<file path="src/rtl/trs_framer.sv">
module trs_framer #(
  parameter int W = 10
) (
  input  logic         clk,
  input  logic         rst_n,
  input  logic [W-1:0] din,
  input  logic         confirm_en,
  input  logic         ts_mode_n,
  output logic [W-1:0] dout,
  output logic         hsync,
  output logic         sync_err
);
  localparam int OW = $clog2(W);
  localparam int HW = 5 * W;
  localparam logic [3*W-1:0] PAT = {{W{1'b1}}, {(2*W){1'b0}}};

  logic [HW-1:0]  hist;
  logic [W-1:0]   hit;
  logic [OW-1:0]  hit_off, off;
  logic [2*W-1:0] pair;
  logic [W-1:0]   frame_c;
  logic           found, trs, moved, pend, take, hold;

  always_ff @(posedge clk or negedge rst_n)
    if (!rst_n) hist <= '0;
    else        hist <= {hist[HW-W-1:0], din};

  for (genvar k = 0; k < W; k++) begin : g_scan
    assign hit[k] = (hist[4*W-1-k -: 3*W] == PAT);
  end

  always_comb begin
    hit_off = '0;
    for (int k = W - 1; k >= 0; k--)
      if (hit[k]) hit_off = OW'(k);
  end

  assign found = |hit;
  assign trs   = found & ts_mode_n;
  assign moved = (hit_off != off);
  assign take  = trs & (~confirm_en | ~moved | pend);
  assign hold  = trs & confirm_en & moved & ~pend;

  always_ff @(posedge clk or negedge rst_n)
    if (!rst_n) begin
      off      <= '0;
      hsync    <= 1'b0;
      sync_err <= 1'b0;
      pend     <= 1'b0;
    end else begin
      if (trs)  hsync <= ~hsync;
      if (take) off   <= hit_off;
      sync_err <= hold;
      pend     <= ts_mode_n & confirm_en & (trs ? hold : pend);
    end

  assign pair    = hist[HW-1:3*W];
  assign frame_c = pair[2*W-1-int'(off) -: W];

  always_ff @(posedge clk or negedge rst_n)
    if (!rst_n) dout <= '0;
    else        dout <= frame_c;
endmodule

</file>
<file path="config.mk">
export PLATFORM = sky130hd
export DESIGN_NAME = trs_framer
export DESIGN_NICKNAME = d
export VERILOG_FILES = /design/src/rtl/trs_framer.sv
export SDC_FILE = /design/constraint.sdc
export NUM_CORES = 1
export LEC_CHECK = 0
export CORE_AREA = 2 2 80 82
export CTS_BUF_LIST = sky130_fd_sc_hd__clkbuf_16
export CTS_CLUSTER_DIAMETER = 50
export CTS_CLUSTER_SIZE = 40
export DETAILED_ROUTE_END_ITERATION = 12
export DIE_AREA = 0 0 82 84
export DONT_BUFFER_PORTS = 1
export HOLD_SLACK_MARGIN = 0.15
export PLACE_DENSITY = 0.69
export SLEW_MARGIN = 20
export SYNTH_ARGS = -nofsm -noshare
export SYNTH_HDL_FRONTEND = slang
export SYNTH_SLANG_ARGS = --single-unit
export TNS_END_PERCENT = 5
</file>
<file path="constraint.sdc">
create_clock -name clk -period 7.2 [get_ports clk]
set_input_delay 1.44 -clock clk [delete_from_list [all_inputs] [get_ports clk]]
set_output_delay 1.44 -clock clk [all_outputs]
set_load 0.05 [all_outputs]
</file>
After elaboration in Yosys (flattened, before gate mapping) --
Index checks and enable logic that the tools add are counted.
Storage, ports and cells: register bits after elaboration 67, latch bits 0, bits in writable memories 0, bits in read-only memories 0, bits of input ports 14, output and inout port bits 12, word-level logic and storage cells 44, memories kept 0
Operators by class: add/subtract/negate cells 1, multipliers 0, divide/modulo/power cells 0, $lt $le $gt $ge 0, equality and inequality tests 11, shift-type cells 1, mux-type cells 11, bitwise operators 13, reduce and logical (&&, ||, !) cells 1
Operators by type and width (number):
- 30-bit equality test, second input constant | 10
- 4-bit two-way mux | 10
- 29-bit by 6-bit variable part select with 10-bit output | 1
- 10-bit OR reduction | 1
- 1-bit bitwise AND | 7
- 5-bit by 4-bit subtractor with 6-bit output, first input constant | 1
- 4-bit != test | 1
- 1-bit NOT | 4
- 1-bit bitwise OR | 2
- 1-bit two-way mux | 1

Logic depth before layout (Yosys ltp) --
Gate-level depths: netlist (run 1).
word-level depth 16, depth in mapped cells 9, gate-level depth less buffers 8

Worst setup path after synthesis (run 1) --
OpenSTA, ideal clock, no wires.
kind register to register, from register hist[31], to register off[3], setup time 125 ps, arrival time 2179 ps, required time 7075 ps, path slack 4896 ps, cell stages (with the launch flop) 9, path buffers 0, period minus slack after synthesis 2304 ps, cell sequence dfrtp_1 and4b_1 nand4b_1 nor2_1 a2111oi_1 xnor2_1 nand4_1 a21o_1 mux2_4
On the way: longest elaborated chain between the ends 15, elaborated cells between the ends (all ways) 25, those cells by class eq/ne: 10; mux: 9; bitwise: 5; reduce/logical: 1
Ends and longest elaborated chain:
- from (decl) | RTL line 17 | logic [HW-1:0] hist;
- from (signal assigned) | RTL line 26 | else hist <= {hist[HW-W-1:0], din};
- 30-bit equality test | RTL line 29 | assign hit[k] = (hist[4*W-1-k -: 3*W] == PAT);
- 4-bit two-way mux (9 in a row) | RTL line 35 | if (hit[k]) hit_off = OW'(k);
- 4-bit != test | RTL line 40 | assign moved = (hit_off != off);
- 1-bit NOT | RTL line 41 | assign take = trs & (~confirm_en | ~moved | pend);
- 1-bit bitwise OR (2 in a row) | RTL line 41
- 1-bit bitwise AND | RTL line 41
- to (signal assigned) | RTL line 52 | if (take) off <= hit_off;
- to (decl) | RTL line 19 | logic [OW-1:0] hit_off, off;
Several ways; a longest one is shown, not always the timed one. A chain may end at the register's enable or synchronous reset.

Final worst setup path (run 1) --
from register off[2], to register dout[6]
On the way: longest elaborated chain between the ends 2
Ends and longest elaborated chain:
- 5-bit by 4-bit subtractor with 6-bit output | RTL line 58 | assign frame_c = pair[2*W-1-int'(off) -: W];
- 29-bit by 6-bit variable part select with 10-bit output | RTL line 58
- named net frame_c[6] | RTL line 21 | logic [W-1:0] frame_c;
- to (signal assigned) | RTL line 62 | else dout <= frame_c;
- to (decl) | RTL line 9 | output logic [W-1:0] dout,
The timed path passes the listed nets, and every way through them passes these cells.

==> results.sh, run 1 <==
export IMPL_dpl_cell_count=358
export IMPL_placed_area_sq_um=3270
export IMPL_via_per_inst=6.11
export IMPL_synth_top_area_share_pct=52.0
export IMPL_critPathLaunchType="flop"
export IMPL_worstMarginPinSlew_ps=1090
export IMPL_status="finished clean"
export IMPL_cp_arrival_ps=2960
export IMPL_grt_busiest_layer="met2"
export IMPL_clock_latency_ps=320
export IMPL_power_density_nw_per_um2=237
export IMPL_grt_pass1_wl_mm=12.0
export IMPL_switchingPower_uw=200
export IMPL_drt_iter0_markers=137
export IMPL_critical_path_cell_chain="inv_1 > ha_1 > inv_1 > mux4_2 > o22ai_1"
export IMPL_nets=307
export IMPL_clk_pin_slew_ps=60
export IMPL_ys_types=47
export IMPL_ff_latch_area_sq_um=1680
export IMPL_grt_start_max_net_pins=68
export IMPL_filler_cell_count=516
export IMPL_final_hold_violation_count=0
export IMPL_grtUsageMet1_pct=30.1
export IMPL_crit_top_cell="inv_1"
export IMPL_coreArea_sq_um=6100
export IMPL_ys_seq_area_share_pct=52.0
export IMPL_dp_hpwl_mm=5.29
export IMPL_crit_fanout=20
export IMPL_drive_above_1_share_pct=10.8
export IMPL_root_buffer="clkbuf_16"
export IMPL_num_vias=2287
export IMPL_grt_util_all_layers_pct=23.6
export IMPL_final_cells=374
export IMPL_die_height_um=84
export IMPL_syn_cell_area_sq_um=3220
export IMPL_fp_dieW_um=82
export IMPL_path_buf_inv=2
export IMPL_switching_share_pct=23.8
export IMPL_drc=0
export IMPL_netlist_instances=295
export IMPL_slew_headroom_pct=27.5
export IMPL_die_area_sq_um=6890
export IMPL_seq_power_share_pct=50.3
export IMPL_cp_end_kind="flop"
export IMPL_synth_async_reset_ratio_pct=100
export IMPL_ys_ff_latch=67
export IMPL_finalSetupViolCount=0
export IMPL_initial_utilization_pct=52.9
export IMPL_cts_buffers=9
export IMPL_syn_avg_cell_area_sq_um=10.9
export IMPL_p_int_uw=639
export IMPL_cp_slowest_cell="dfrtp_1"
export IMPL_crit_required_ps=7440
export IMPL_clock_sinks=67
export IMPL_grt_pass1_vias=2314
export IMPL_hold_buffers=0
export IMPL_synth_edf_count=0
export IMPL_synth_flop_cell="dfrtp_1"
export IMPL_grt_overflow_total=0
export IMPL_io_pins=26
export IMPL_area_growth_synth_to_final_pct=9.71
export IMPL_max_cap_viol_count=0
export IMPL_hold_path_class="reg -> reg"
export IMPL_irDropWorstVdd_uv=179
export IMPL_globalRouteMet3Util_pct=4.65
export IMPL_yosysTopAreaCell="dfrtp_1"
export IMPL_synth_nets=310
export IMPL_rows=29
export IMPL_yosysWarnings=0
export IMPL_post_cts_buffers=0
export IMPL_fin_setup_tns_ps=0
export IMPL_multi_input_area_sq_um=1470
export IMPL_diodes=0
export IMPL_p_leak_nw=1.49
export IMPL_cts_htree_levels=3
export IMPL_combPwrFrac_pct=3.5
export IMPL_crit_path_max_incr_delay_ps=690
export IMPL_grt_antenna_before_repair=0
export IMPL_rsz0062_at_grt="no"
export IMPL_fin_crit_sh_pct=37.8
export IMPL_drtAntennaViolNets=0
export IMPL_worstSetupPathType="reg -> reg"
export IMPL_cts_repair_resized=0
export IMPL_slew_viol_final=0
export IMPL_place_congestion=0.902
export IMPL_path_delay_family="flip-flops"
export IMPL_io_buffers=0
export IMPL_final_cell_area_sq_um=3530
export IMPL_cts_tree="built"
export IMPL_gr_usage_met2_pct=37.5
export IMPL_max_freq_mhz=368
export IMPL_clockBufferDepth=2
export IMPL_first_pass_iters=4
export IMPL_fin_skew_ps=4.32
export IMPL_wl_per_cell_um=19.0
export IMPL_synthTopCellsByArea="dfrtp_1 (52%), mux2i_1 (5.9%), nand2_1 (3.7%)"
export IMPL_wirelength_mm=7.11
export IMPL_clockPowerShare_pct=46.2
export IMPL_fin_crit_ps=2720
[stage by stage]
step | total power, mW | setup slack, ps | util, % | hold slack, ps
final | 0.839 | 4480 | 58.0 | 356
after global routing | 0.872 | 4170 | 58.0 | 361
after CTS | 0.848 | 4490 | 58.0 | 361
after detailed placement | 0.458 | 4490 | 53.6 | 349
after global placement | 0.457 | 4540 | 53.6 | 332
after floorplan | 0.445 | 4900 | - | 331
[metal layers]
metal  wire [um]  up-vias
met3         223       19
met1        3030     1124
li1            -     1088
met5           0        -
met2        3620       56
met4         239        0
[registers in the layout, indices dropped and copies added (netlist names)]
register  flops
hist         50
sync_err      1
off           4
pend          1
dout         10
hsync         1
[cells by family after synthesis]
logic type | share of synthesized area [%]
compound gates | 12.0
xor+xnor | 1.09
fa+ha+maj | 0.388
buf+inv | 2.21
flops | 52.0
mux | 12.0
simple gates | 20.3
[placed cells by master, fill, tap and decap left out, types with 4 or more instances in the layout]
master	synthesis	layout
o21ai_0	18	18
clkbuf_16	0	9
mux4_2	4	4
mux2i_1	19	19
dfrtp_1	67	67
xnor2_1	4	4
nand2_1	32	32
inv_1	5	5
mux2_2	8	8
nor2b_1	7	7
a211oi_1	5	5
a21oi_1	19	19
nand3_1	5	5
nor3_1	6	6
nand4b_1	5	5
nor2_1	19	19
o22ai_1	6	6
nand4_1	10	10
[cell usage after synthesis (5+ instances only)]
library cell and instances:
a211oi_1 5, a21oi_1 19, clkbuf_1 12, dfrtp_1 67
inv_1 5, mux2_2 8, mux2i_1 19, nand2_1 32
nand3_1 5, nand4_1 10, nand4b_1 5, nor2_1 19
nor2b_1 7, nor3_1 6, o21ai_0 18, o22ai_1 6
[power groups by stage]
stage	Sequential, mW	Combinational, mW	Clock, mW
floorplan	0.421	0.0235	0
CTS	0.422	0.0293	0.397
finish	0.422	0.0296	0.387
global route	0.424	0.0327	0.415
global placement	0.428	0.0288	0
detailed placement	0.429	0.0291	0
[layout make-up]
class	count	area share, %
inverters	5	0.531
clock inverters	7	1.24
clock buffers	9	6.37
flip-flops and latches	67	47.4
multi-input cells	209	41.7
well taps	77	2.73
[path summary, 6_finish.rpt]
kind | startpoint | to | slack [ps] | cells after the start
setup reg to reg | off[2] | dout[6] | 4480 | 5
hold reg to reg | hist[0] | hist[10] | 360 | 0
hold / removal | hist[0] | hist[10] | 360 | 0
setup / recovery | off[2] | dout[6] | 4480 | 5
max in group asynchronous | rst_n | pend | 6290 | 0
min in group asynchronous | rst_n | dout[6] | 810 | 0
No activity file was read; power rests on OpenSTA's default activity.
==> inputs of run 2 (changes only) <==
--- a/config.mk
+++ b/config.mk
@@ -13,7 +13,7 @@
 export DIE_AREA = 0 0 82 84
 export DONT_BUFFER_PORTS = 1
 export HOLD_SLACK_MARGIN = 0.15
-export PLACE_DENSITY = 0.69
+export PLACE_DENSITY = 0.72
 export SLEW_MARGIN = 20
 export SYNTH_ARGS = -nofsm -noshare
 export SYNTH_HDL_FRONTEND = slang
==> constraint.sdc (replaced) <==
create_clock -name clk -period 2.2 [get_ports clk]
set_input_delay 0.44 -clock clk [delete_from_list [all_inputs] [get_ports clk]]
set_output_delay 0.44 -clock clk [all_outputs]
set_load 0.05 [all_outputs]
==> run 2 against run 1 <==
  * The run now ends with negative setup slack left
  * Sequential power grew to 3.2 times the previous value
  * Critical path type unchanged
  * Sequential share of layout area fell by 7.3 points
  * Hold slack lost 120 ps
  * Flip-flop and latch count unchanged
  * Final area increased by 18%
==> results.sh, run 2 (same netlist as run 1, synthesis figures left out) <==
export IMPL_drtAntennaViolNets=0
export IMPL_fin_crit_sh_pct=115
export IMPL_grt_pass1_vias=2632
export IMPL_clock_latency_ps=320
export IMPL_die_height_um=84
export IMPL_dpl_cell_count=405
export IMPL_grt_util_all_layers_pct=25.9
export IMPL_via_per_inst=5.96
export IMPL_finalSetupViolCount=6
export IMPL_place_congestion=0.904
export IMPL_slew_headroom_pct=67.0
export IMPL_diodes=0
export IMPL_path_delay_family="simple AND/OR/NAND/NOR gates"
export IMPL_cts_buffers=9
export IMPL_place_ws_ps=-285
export IMPL_wirelength_mm=8.07
export IMPL_ff_latch_area_sq_um=1680
export IMPL_clockBufferDepth=2
export IMPL_violations="negative setup slack"
export IMPL_io_buffers=0
export IMPL_slew_viol_final=0
export IMPL_initial_utilization_pct=52.9
export IMPL_post_route_util_pct=68.7
export IMPL_cts_htree_levels=3
export IMPL_wl_per_cell_um=18.5
export IMPL_grt_start_max_net_pins=68
export IMPL_drt_iter0_markers=135
export IMPL_crit_required_ps=2400
export IMPL_crit_path_max_incr_delay_ps=400
export IMPL_filler_cell_count=454
export IMPL_cts_tree="built"
export IMPL_worstSetupPathType="reg -> reg"
export IMPL_grt_antenna_before_repair=0
export IMPL_dp_hpwl_mm=5.52
export IMPL_final_hold_violation_count=0
export IMPL_cp_end_kind="flop"
export IMPL_rsz0062_at_grt="yes"
export IMPL_top_regs="hist: 50 flops, dout: 10 flops, off: 4 flops"
export IMPL_coreArea_sq_um=6100
export IMPL_num_vias=2594
export IMPL_critPathLaunchType="flop"
export IMPL_final_cells=435
export IMPL_max_cap_viol_count=0
export IMPL_path_buf_inv=1
export IMPL_multi_input_area_sq_um=1590
export IMPL_r2r_start="hist[15]"
export IMPL_grt_overflow_total=0
export IMPL_io_pins=26
export IMPL_crit_fanout=3
export IMPL_r2r_cells=9
export IMPL_min_path_cells=2
export IMPL_cp_slowest_cell="dfrtp_1"
export IMPL_fp_dieW_um=82
export IMPL_hold_path_class="in -> reg"
export IMPL_cp_arrival_ps=2720
export IMPL_nets=370
export IMPL_drive_above_1_share_pct=27.7
export IMPL_timing_hold_ws_ps=240
export IMPL_fin_skew_ps=8.28
export IMPL_worstMarginPinSlew_ps=495
export IMPL_fin_crit_ps=2520
export IMPL_p_leak_nw=1.86
export IMPL_clock_sinks=67
export IMPL_root_buffer="clkbuf_16"
export IMPL_rows=29
export IMPL_critical_path_cell_chain="nor3_1 > nand4b_1 > buf_4 > nor3_4 > a2111oi_4 > xnor2_1 > nand4_1 > a21o_1 > mux2_4"
export IMPL_min_to="pend"
export IMPL_hp_start="ts_mode_n"
export IMPL_grt_pass1_wl_mm=13.3
export IMPL_wl_met1_mm=3.21
export IMPL_reg2reg_slack_ps=-320
export IMPL_final_cell_mix="dfrtp_1 (65), buf_4 (50), nand2_1 (32)"
export IMPL_area_growth_synth_to_final_pct=29.9
export IMPL_first_pass_iters=4
export IMPL_top_register="hist"
export IMPL_drc=0
export IMPL_setup_ws_ps=-324
export IMPL_irDropWorstVdd_uv=653
export IMPL_largest_reg_flops=50
export IMPL_status="complete, but fails checks"
export IMPL_max_freq_mhz=396
export IMPL_power_density_nw_per_um2=691
export IMPL_top_layer_used="met4"
export IMPL_clk_pin_slew_ps=50
export IMPL_reg2reg_to="off[3]"
export IMPL_final_common_cell="dfrtp_1"
export IMPL_wl_met3_um=279
export IMPL_die_area_sq_um=6890
export IMPL_dr_wl_met2_mm=4.29
-- run 2: cell type report --
type / instances / share of cell area, %
multi-input combinational: 209 / 37.9
tap: 77 / 2.30
clock buffer: 9 / 5.38
sequential: 67 / 40.1
timing repair buffer: 63 / 12.7
clock inverter: 5 / 1.11
inverter: 5 / 0.448
-- run 2: metal layers --
layer | track usage, % | up-vias
li1 | - | 1218
met1 | 31.6 | 1268
met2 | 44.0 | 87
met3 | 4.22 | 21
met4 | 11.5 | 0
met5 | 0 | -
-- run 2: report_power, final --
part	internal [mW]	switching (mW)	total (mW)
Combinational	0.0959	0.0989	0.195
Clock	0.849	0.477	1.33
Sequential	1.29	0.0809	1.37
Total	2.24	0.657	2.89
-- run 2: through the flow --
step / power (mW) / setup TNS (ps) / area [sq um]
finish: 2.89 / -971 / 4190
global route: 3.00 / -1840 / 4190
CTS: 2.90 / -670 / 4110
detailed placement: 1.53 / -803 / 3640
global placement: 1.53 / -637 / 3640
floorplan: 1.46 / -91.4 / 3250
-- run 2: worst max-delay path by stage --
stage | cells past startpoint | from | slack, ps | end
floorplan | 8 | hist[20] | -30 | off[3]
global placement | 9 | hist[29] | -250 | off[3]
detailed placement | 9 | hist[29] | -280 | off[3]
CTS | 9 | hist[12] | -240 | off[3]
global route | 9 | hist[15] | -420 | off[3]
finish | 9 | hist[15] | -320 | off[3]
-- run 2: timing repair --
item	CTS	global route
resized for setup	7	11
hold endpoints to repair	77	0
setup endpoints to repair	6	11
pin swaps	5	10
setup buffers	2	2
hold buffers	12	0
==> inputs of run 3 (changes only) <==
--- a/config.mk
+++ b/config.mk
@@ -13,7 +13,7 @@
 export DIE_AREA = 0 0 82 84
 export DONT_BUFFER_PORTS = 1
 export HOLD_SLACK_MARGIN = 0.15
-export PLACE_DENSITY = 0.72
+export PLACE_DENSITY = 0.69
 export SLEW_MARGIN = 20
 export SYNTH_ARGS = -nofsm -noshare
 export SYNTH_HDL_FRONTEND = slang
==> constraint.sdc (replaced) <==
create_clock -name clk -period 3.22 [get_ports clk]
set_input_delay 0.644 -clock clk [delete_from_list [all_inputs] [get_ports clk]]
set_output_delay 0.644 -clock clk [all_outputs]
set_load 0.05 [all_outputs]
==> run 3 against run 2 <==
  * The run now ends clean
  * Register-to-register slack better by 780 ps
  * Final area is 14% lower
  * Count of clock-buffer cells in the layout stayed put
  * Clock power is 34% lower
==> results.sh, run 3 (same netlist as run 1, synthesis figures left out) <==
export IMPL_cts_buffers=9
export IMPL_fin_skew_ps=8.28
export IMPL_clock_sinks=67
export IMPL_wirelength_mm=7.03
export IMPL_status="finished clean"
export IMPL_final_cell_area_sq_um=3600
export IMPL_place_congestion=0.908
export IMPL_fp_dieW_um=82
export IMPL_grt_util_all_layers_pct=23.3
export IMPL_diodes=0
export IMPL_irDropWorstVdd_uv=418
export IMPL_final_common_cell="dfrtp_1"
export IMPL_root_buffer="clkbuf_16"
export IMPL_io_buffers=0
export IMPL_worstSetupPathType="reg -> reg"
export IMPL_max_cap_viol_count=0
export IMPL_grt_start_max_net_pins=68
export IMPL_slew_viol_final=0
export IMPL_hold_path_class="in -> async"
export IMPL_finalSetupViolCount=0
export IMPL_final_cell_mix="dfrtp_1 (67), nand2_1 (32), mux2i_1 (19), a21oi_1 (19), nor2_1 (19)"
export IMPL_max_freq_mhz=362
export IMPL_io_pins=26
export IMPL_rows=29
export IMPL_rsz0062_at_grt="no"
export IMPL_worstMarginPinSlew_ps=763
export IMPL_final_hold_violation_count=0
export IMPL_clockBufferDepth=2
export IMPL_cts_htree_levels=3
export IMPL_drt_iter0_markers=118
export IMPL_crit_required_ps=3420
export IMPL_dp_hpwl_mm=5.10
export IMPL_critPathLaunchType="flop"
export IMPL_largest_reg_flops=50
export IMPL_grt_pass1_wl_mm=12.0
export IMPL_wl_per_cell_um=18.6
export IMPL_coreArea_sq_um=6100
export IMPL_die_area_sq_um=6890
export IMPL_power_density_nw_per_um2=528
export IMPL_p_leak_nw=1.55
export IMPL_drtAntennaViolNets=0
export IMPL_grt_overflow_total=0
export IMPL_fin_setup_tns_ps=0
export IMPL_cp_end_kind="flop"
export IMPL_initial_utilization_pct=52.9
export IMPL_setup_ws_ps=457
export IMPL_cp_arrival_ps=2970
export IMPL_top_register="hist"
export IMPL_via_per_inst=6.19
export IMPL_fin_crit_sh_pct=85.8
export IMPL_clock_latency_ps=320
export IMPL_drive_above_1_share_pct=12.6
export IMPL_cts_tree="built"
export IMPL_slew_headroom_pct=49.1
export IMPL_clk_pin_slew_ps=60
export IMPL_die_height_um=84
export IMPL_first_pass_iters=4
export IMPL_drc=0
export IMPL_placed_area_sq_um=3300
export IMPL_num_vias=2346
export IMPL_fin_crit_ps=2760
export IMPL_nets=313
export IMPL_place_ws_ps=474
export IMPL_grt_antenna_before_repair=0
export IMPL_crit_fanout=8
export IMPL_cts_repair_resized=0
export IMPL_area_growth_synth_to_final_pct=11.7
export IMPL_top_regs="hist: 50 flops, dout: 10 flops, off: 4 flops"
export IMPL_grt_pass1_vias=2395
-- run 3: cell type report --
class	count	area, sq um
Timing Repair Buffer	6	65.1
Inverter	5	18.8
Clock buffer	9	225
Multi-Input combinational cell	209	1470
Sequential cell	67	1680
Tap cell	77	96.3
Clock inverter	6	43.8
Fill cell	511	2500
-- run 3: critical path, cell delays in order (launching register included) --
cell       delay (ps)
dfrtp_1           480
and4b_1           280
nand4b_1          190
nor2_1            130
a2111oi_1         670
xnor2_1           200
nand4_1           170
a21o_1            230
mux2_4            300
-- run 3: stage by stage --
step	total power, mW	utilization [%]	std cells	hold WS, ps
after global routing	1.97	59.1	379	194
after CTS	1.92	59.1	379	199
after floorplan	0.995	-	295	331
after detailed placement	1.02	54.2	363	340
final	1.90	59.1	379	162
after global placement	1.02	54.2	363	333
-- run 3: worst paths after layout --
kind,from,end,slack (ps),depth (start not counted)
max in group asynchronous,rst_n,hist[22],2740,1
hold reg to reg,hist[0],hist[10],350,0
setup / recovery,hist[30],off[3],460,8
min in group clk,din[6],hist[6],350,0
hold / removal,rst_n,dout[2],160,1
setup reg to reg,hist[30],off[3],460,8
-- run 3: what timing repair did --
item	in CTS	in global routing
buffers inserted	0	0
endpoints found under the hold margin	67	0
hold buffers	1	0
-- run 3: report_power, final --
| group | internal, mW | switching, mW |
|---|---|---|
| logic | 0.0359 | 0.0494 |
| registers | 0.881 | 0.0613 |
| clock network | 0.518 | 0.354 |
| total | 1.43 | 0.465 |
-- run 3: routing by layer --
| metal | routed length, um | track usage (%) | share of wire, % |
|---|---|---|---|
| met5 | 0 | 0 | 0 |
| met4 | 161 | 10.0 | 2.3 |
| met3 | 304 | 4.44 | 4.3 |
| met2 | 3580 | 37.3 | 51 |
| met1 | 2990 | 30.5 | 43 |
